===== config.mk =====
export PLATFORM = sky130hd
export DESIGN_NAME = intc8_top
export DESIGN_NICKNAME = d
export VERILOG_FILES = /design/src/rtl/intc8_pkg.sv /design/src/rtl/intc8_cfg.sv /design/src/rtl/intc8_reqs.sv /design/src/rtl/intc8_isr.sv /design/src/rtl/intc8_prio.sv /design/src/rtl/intc8_top.sv
export SDC_FILE = /design/constraint.sdc
export NUM_CORES = 1
export LEC_CHECK = 0
export BUFFER_PORTS_ARGS = -buffer_cell sky130_fd_sc_hd__buf_4
export CAP_MARGIN = 20
export CORE_UTILIZATION = 60
export DETAILED_ROUTE_END_ITERATION = 7
export PLACE_DENSITY_LB_ADDON = 0.12
export SLEW_MARGIN = 20
export SYNTH_ARGS = -nofsm -noshare
export SYNTH_HDL_FRONTEND = slang
export SYNTH_HIERARCHICAL = 1
export SYNTH_SLANG_ARGS = --single-unit

===== constraint.sdc =====
create_clock -name clk -period 8.85 [get_ports clk]
set_input_delay 1.77 -clock clk [delete_from_list [all_inputs] [get_ports clk]]
set_output_delay 1.77 -clock clk [all_outputs]
set_load 0.02 [all_outputs]

===== src/rtl/intc8_pkg.sv =====
package intc8_pkg;
  typedef enum logic [1:0] {
    SEQ_BASE,
    SEQ_CASC,
    SEQ_MODE,
    SEQ_RUN
  } seq_st_e;

  localparam logic [7:0] CMD_RESTART = 8'h11;
  localparam logic [7:0] CMD_EOI     = 8'h20;
  localparam logic [7:0] BASE_AT_RST = 8'h08;
endpackage


===== src/rtl/intc8_cfg.sv =====
module intc8_cfg
  import intc8_pkg::*;
#(
  parameter int unsigned DW   = 8,
  parameter int unsigned NREQ = 8
) (
  input  logic            clk,
  input  logic            rst_n,
  input  logic            wr_en,
  input  logic            wr_sel,
  input  logic [DW-1:0]   wr_data,
  output logic [DW-1:0]   base_q,
  output logic [DW-1:0]   casc_q,
  output logic            mode_q,
  output logic [NREQ-1:0] mask_q,
  output logic            init_done,
  output logic            init_cmd,
  output logic            eoi_cmd
);
  seq_st_e st_q;
  logic    data_wr;

  assign data_wr   = wr_en & wr_sel;
  assign init_cmd  = wr_en & ~wr_sel & (wr_data == CMD_RESTART);
  assign init_done = (st_q == SEQ_RUN);
  assign eoi_cmd   = wr_en & ~wr_sel & (wr_data == CMD_EOI) & init_done;

  always_ff @(posedge clk) begin
    if (!rst_n) begin
      st_q   <= SEQ_RUN;
      base_q <= BASE_AT_RST;
      casc_q <= '0;
      mode_q <= 1'b0;
      mask_q <= '0;
    end else if (init_cmd) begin
      st_q   <= SEQ_BASE;
      mask_q <= '0;
    end else if (data_wr) begin
      unique case (st_q)
        SEQ_BASE: begin base_q <= wr_data;    st_q <= SEQ_CASC; end
        SEQ_CASC: begin casc_q <= wr_data;    st_q <= SEQ_MODE; end
        SEQ_MODE: begin mode_q <= wr_data[0]; st_q <= SEQ_RUN;  end
        default:        mask_q <= wr_data[NREQ-1:0];
      endcase
    end
  end
endmodule


===== src/rtl/intc8_reqs.sv =====
module intc8_reqs #(
  parameter int unsigned NREQ = 8
) (
  input  logic            clk,
  input  logic            rst_n,
  input  logic [NREQ-1:0] req_in,
  input  logic [NREQ-1:0] take,
  input  logic            clr_all,
  output logic [NREQ-1:0] pend_q
);
  logic [NREQ-1:0] prev_q;
  logic [NREQ-1:0] rise;

  assign rise = req_in & ~prev_q;

  always_ff @(posedge clk) begin
    if (!rst_n) begin
      prev_q <= '0;
      pend_q <= '0;
    end else begin
      prev_q <= req_in;
      if (clr_all) pend_q <= '0;
      else         pend_q <= (pend_q & ~take) | rise;
    end
  end
endmodule


===== src/rtl/intc8_isr.sv =====
module intc8_isr #(
  parameter int unsigned NREQ = 8
) (
  input  logic            clk,
  input  logic            rst_n,
  input  logic [NREQ-1:0] set,
  input  logic            eoi,
  input  logic            clr_all,
  output logic [NREQ-1:0] isr_q
);
  logic [NREQ-1:0] top_bit;

  // isolate lowest-index (highest priority) set bit
  assign top_bit = isr_q & (~isr_q + NREQ'(1));

  always_ff @(posedge clk) begin
    if (!rst_n)       isr_q <= '0;
    else if (clr_all) isr_q <= '0;
    else              isr_q <= (isr_q & ~(eoi ? top_bit : '0)) | set;
  end
endmodule


===== src/rtl/intc8_prio.sv =====
module intc8_prio #(
  parameter int unsigned NREQ = 8,
  localparam int unsigned IW  = (NREQ > 1) ? $clog2(NREQ) : 1
) (
  input  logic [NREQ-1:0] pend,
  input  logic [NREQ-1:0] mask,
  input  logic [NREQ-1:0] isr,
  output logic            win_valid,
  output logic [IW-1:0]   win_idx,
  output logic [NREQ-1:0] win_onehot
);
  function automatic logic [IW:0] first_set(input logic [NREQ-1:0] v);
    logic [IW:0] r;
    r = '0;
    for (int i = NREQ - 1; i >= 0; i--) begin
      if (v[i]) r = {1'b1, IW'(i)};
    end
    return r;
  endfunction

  logic [IW:0] p_pick;
  logic [IW:0] s_pick;

  assign p_pick     = first_set(pend & ~mask);
  assign s_pick     = first_set(isr);
  assign win_idx    = p_pick[IW-1:0];
  assign win_valid  = p_pick[IW] & (~s_pick[IW] | (p_pick[IW-1:0] < s_pick[IW-1:0]));
  assign win_onehot = win_valid ? (NREQ'(1) << win_idx) : '0;
endmodule


===== src/rtl/intc8_top.sv =====
module intc8_top
  import intc8_pkg::*;
#(
  parameter int unsigned DW   = 8,
  parameter int unsigned NREQ = 8,
  localparam int unsigned IW  = (NREQ > 1) ? $clog2(NREQ) : 1
) (
  input  logic            clk,
  input  logic            rst_n,
  input  logic            wr_en,
  input  logic            wr_sel,
  input  logic [DW-1:0]   wr_data,
  input  logic [NREQ-1:0] req_in,
  input  logic            ack_in,
  output logic            irq_out,
  output logic            vec_valid,
  output logic [DW-1:0]   vec_out,
  output logic [DW-1:0]   casc_cfg,
  output logic            cpu_mode
);
  logic [DW-1:0]   base_q;
  logic [NREQ-1:0] mask_q;
  logic [NREQ-1:0] pend_q;
  logic [NREQ-1:0] isr_q;
  logic [NREQ-1:0] win_onehot;
  logic [NREQ-1:0] grant;
  logic [IW-1:0]   win_idx;
  logic            win_valid;
  logic            init_done;
  logic            init_cmd;
  logic            eoi_cmd;
  logic            ack_fire;

  function automatic logic [DW-1:0] vec_of(input logic [DW-1:0] b, input logic [IW-1:0] i);
    return b + DW'(i);
  endfunction

  intc8_cfg #(.DW(DW), .NREQ(NREQ)) u_cfg (
    .clk(clk), .rst_n(rst_n), .wr_en(wr_en), .wr_sel(wr_sel), .wr_data(wr_data),
    .base_q(base_q), .casc_q(casc_cfg), .mode_q(cpu_mode), .mask_q(mask_q),
    .init_done(init_done), .init_cmd(init_cmd), .eoi_cmd(eoi_cmd)
  );

  intc8_reqs #(.NREQ(NREQ)) u_reqs (
    .clk(clk), .rst_n(rst_n), .req_in(req_in), .take(grant),
    .clr_all(init_cmd), .pend_q(pend_q)
  );

  intc8_isr #(.NREQ(NREQ)) u_isr (
    .clk(clk), .rst_n(rst_n), .set(grant), .eoi(eoi_cmd),
    .clr_all(init_cmd), .isr_q(isr_q)
  );

  intc8_prio #(.NREQ(NREQ)) u_prio (
    .pend(pend_q), .mask(mask_q), .isr(isr_q),
    .win_valid(win_valid), .win_idx(win_idx), .win_onehot(win_onehot)
  );

  assign irq_out  = init_done & win_valid;
  assign ack_fire = ack_in & irq_out;
  assign grant    = ack_fire ? win_onehot : '0;

  always_ff @(posedge clk) begin
    if (!rst_n) begin
      vec_valid <= 1'b0;
      vec_out   <= '0;
    end else begin
      vec_valid <= ack_fire;
      if (ack_fire) vec_out <= vec_of(base_q, win_idx);
    end
  end
endmodule


==> reports/metrics.csv <==
metric,value,unit
initial antenna violation count,0,
Antenna diodes,0,
Residual DRC,0,
TNS Setup,0,ps
Worst-Margin Slew,707,ps
hold_sp,u_cfg/casc_q[3]$_SDFFE_PN0P_,
switching power,0.000194,W
vias per cell,5.49,
"Net Count, Synth",362,
Critical Path Max Stage Delay,570,ps
clk_lat worst skew,330,ps
startpoint types,flop,
DR iter-0 viols,144,
Total GRT Usage,0.266,
met1 WL,2.87,mm
First-pass DRT Iterations,4,
Final Hold Vio Count,0,
number of enable flip-flop cells after synthesis,0,
Die Area,5140,um2
placed cells,411,
DR WL met2,2.94,mm
CTS tree,built,
Worst-path clk slew,60,ps
RR Startpoint,u_isr/isr_q[3]$_SDFF_PP0_,
final period utilization,0.523,
Register Area,1200,um2
Resized Gates After CTS,0,
Inserted Clock Buffers,9,
DRT antenna net count,0,
first-pass GRT wire length,10.4,mm
Final #Nets,402,
Synth area leaders,"dfxtp_1 (41%), nand2b_1 (6.2%), nand2_1 (5.0%), ha_1 (4.3%), mux2i_1 (4.1%)",
worst hold path type,reg -> reg,
Final Setup Violations,0,
Post-synth top flop,dfxtp_1,
CP bufs+invs,1,
max-slew violation count,0,
Peak VDD IR,0.131,mV
Tmin final,4630,ps
uppermost layer routed,met4,
final std cells w/o fill,427,
detailed-route wire length,6.11,mm
Seq cells post-synth,60,
crit end category,primary output,
largest area contributor in the netlist,dfxtp_1,
vias,2343,
top cell type's share of synthesized area,0.412,
fmax,0.216,GHz
Reg power frac,0.434,
Top delay family on crit path,simple AND/OR/NAND/NOR gates,
most numerous cell in the Yosys netlist,dfxtp_1,
multi-input logic area,1600,um2
share of layout cells above drive strength 1,0.197,
Syn Inst Count,330,
Core Region,4500,um2
Sink Count,60,
clock skew,7.80,ps
Layout area overhead,17.2,%
fraction of the yosys area taken by sequential cells,0.412,
RePlAce Congestion,0.776,
WL/cell,14.3,um
cell row count,24,
CP most frequent cell,o21ai_0,
CTS Buffer Depth,2,
fraction of registers with async set/reset,0,
worst reg-to-reg path cell count,11,
detailed placement HPWL,4.31,mm
reg-to-reg setup timing slack,5340,ps
total chip power,0.000687,W
mean post-synth cell area,8.83,um2
metal3 WL,286,um
sw frac,0.282,
total setup buffers inserted after CTS,0,
max_cap viols,0,
count of cell types in the netlist,51,
FILL cells,356,
WP data required,7080,ps
Crit Reg-Reg Endpoint,u_reqs/pend_q[0]$_SDFF_PP0_,
end of the worst hold path,u_cfg/casc_q[3]$_SDFFE_PN0P_,
status,finished clean,
relative slew slack,0.529,
I/O pin count,40,
pin count of the biggest net entering global routing,37,
cell area after synthesis,2910,um2
die span in y,71.7,um
Crit-path slowest cell,or4_4,
grt ovf,0,
Chip Width,71.7,um
hold_buf cts,0,
"Critical Path, Cell by Cell",or4_4 > or2b_1 > ha_1 > a211oi_1 > o21ai_0 > o21ai_0 > a21boi_1 > and2_1 > buf_4,
hold path depth,2,
maximum level of the CTS H-tree,3,
"Arr. time, crit path",2860,ps
unrepaired setup endpoints after global routing,no,
Pint,0.000494,W
Syn. warnings,6,
IO buf count,39,
crit path max fanout,9,
Pleak,1.45,nW
vias in the first global route,2216,
Initial Utilization,0.647,
synth cell count leaders,"dfxtp_1 (60), nand2_1 (39), nand2b_1 (29), nor2_1 (29), and2_1 (19)",
root buf cell,clkbuf_8,
Combinational Power Share,0.202,
clock share of power,0.364,
critical path type,reg -> out,
power density over the cells,201,nW/um2
routing by layer:
| layer | global-route usage | vias up |
|---|---|---|
| li1 | - | 1201 |
| met1 | 0.349 | 1086 |
| met2 | 0.423 | 54 |
| met3 | 0.0605 | 2 |
| met4 | 0.109 | 0 |
| met5 | 0 | - |
power groups by stage:
stage / clock, W / sequential (W) / combinational [W]
after floorplan: 0 / 0.000312 / 0.0000883
after global placement: 0 / 0.000304 / 0.000133
after detailed placement: 0 / 0.000304 / 0.000137
after CTS: 0.000255 / 0.000298 / 0.000138
after global routing: 0.000267 / 0.000301 / 0.000153
final: 0.000250 / 0.000298 / 0.000139
placed cells by master (no fill, tap or decap), drive strengths merged, types with 3 or more instances in the layout:
| cell | instances |
|---|---|
| dfxtp | 60 |
| nand2 | 39 |
| buf | 39 |
| nor2 | 29 |
| nand2b | 29 |
| a21oi | 24 |
| and2 | 19 |
| a21boi | 16 |
| inv | 13 |
| mux2i | 12 |
| clkbuf | 12 |
| o21ai | 12 |
| ha | 10 |
| nand3 | 8 |
| nor2b | 6 |
| nor3 | 4 |
| and3 | 3 |
| xor2 | 3 |
| xnor2 | 3 |
| a211oi | 3 |
| or4 | 3 |
registers in the layout, summed over array words and instances (netlist names):
register / count
u_isr/isr_q: 8
u_cfg/st_q: 2
vec_valid: 1
u_cfg/mode_q: 1
u_cfg/casc_q: 8
u_cfg/base_q: 8
vec_out: 8
u_reqs/pend_q: 8
u_cfg/mask_q: 8
u_reqs/prev_q: 8
through the flow:
| stage | utilization | hold slack (ps) | setup WS (ps) | cell area (um2) |
|---|---|---|---|---|
| detailed placement | 0.713 | 463 | 4610 | 3210 |
| global placement | 0.713 | 453 | 4740 | 3210 |
| global route | 0.758 | 492 | 4020 | 3410 |
| floorplan | - | 448 | 4820 | 2910 |
| CTS | 0.758 | 472 | 4220 | 3410 |
| finish | 0.758 | 473 | 4220 | 3410 |
final cells by class:
class,instances,share of cell area
multi-input cells,247,0.470
clock buffers,12,0.0454
inverters,13,0.0143
flip-flops and latches,60,0.352
well taps,52,0.0191
repair buffers,39,0.0857
clock inverters,4,0.0139
cell families after synthesis:
logic type               after synthesis  share of synthesized area
AND/OR/NAND/NOR                      151                      0.274
AO/OA/AOI/OAI                         67                      0.168
flip-flops                            60                      0.412
buffers and inverters                 23                     0.0369
multiplexers                          12                     0.0412
adder cells (fa/ha/maj)               11                     0.0498
XOR/XNOR                               6                     0.0180
worst min-delay path: stages, from the launching register on:
cell      delay, ps
dfxtp_1         310
nand2_1          50
a21boi_0         70
how the worst max path moves through the flow:
stage                                         start  depth (start not counted)  endpoint
after global routing      u_isr/isr_q[3]$_SDFF_PP0_                          9   irq_out
final                     u_isr/isr_q[3]$_SDFF_PP0_                          9   irq_out
after global placement    u_isr/isr_q[3]$_SDFF_PP0_                          9   irq_out
after floorplan           u_isr/isr_q[3]$_SDFF_PP0_                          8   irq_out
after detailed placement  u_isr/isr_q[3]$_SDFF_PP0_                          9   irq_out
after CTS                 u_isr/isr_q[3]$_SDFF_PP0_                          9   irq_out
Power figures use the tool's default switching activity.
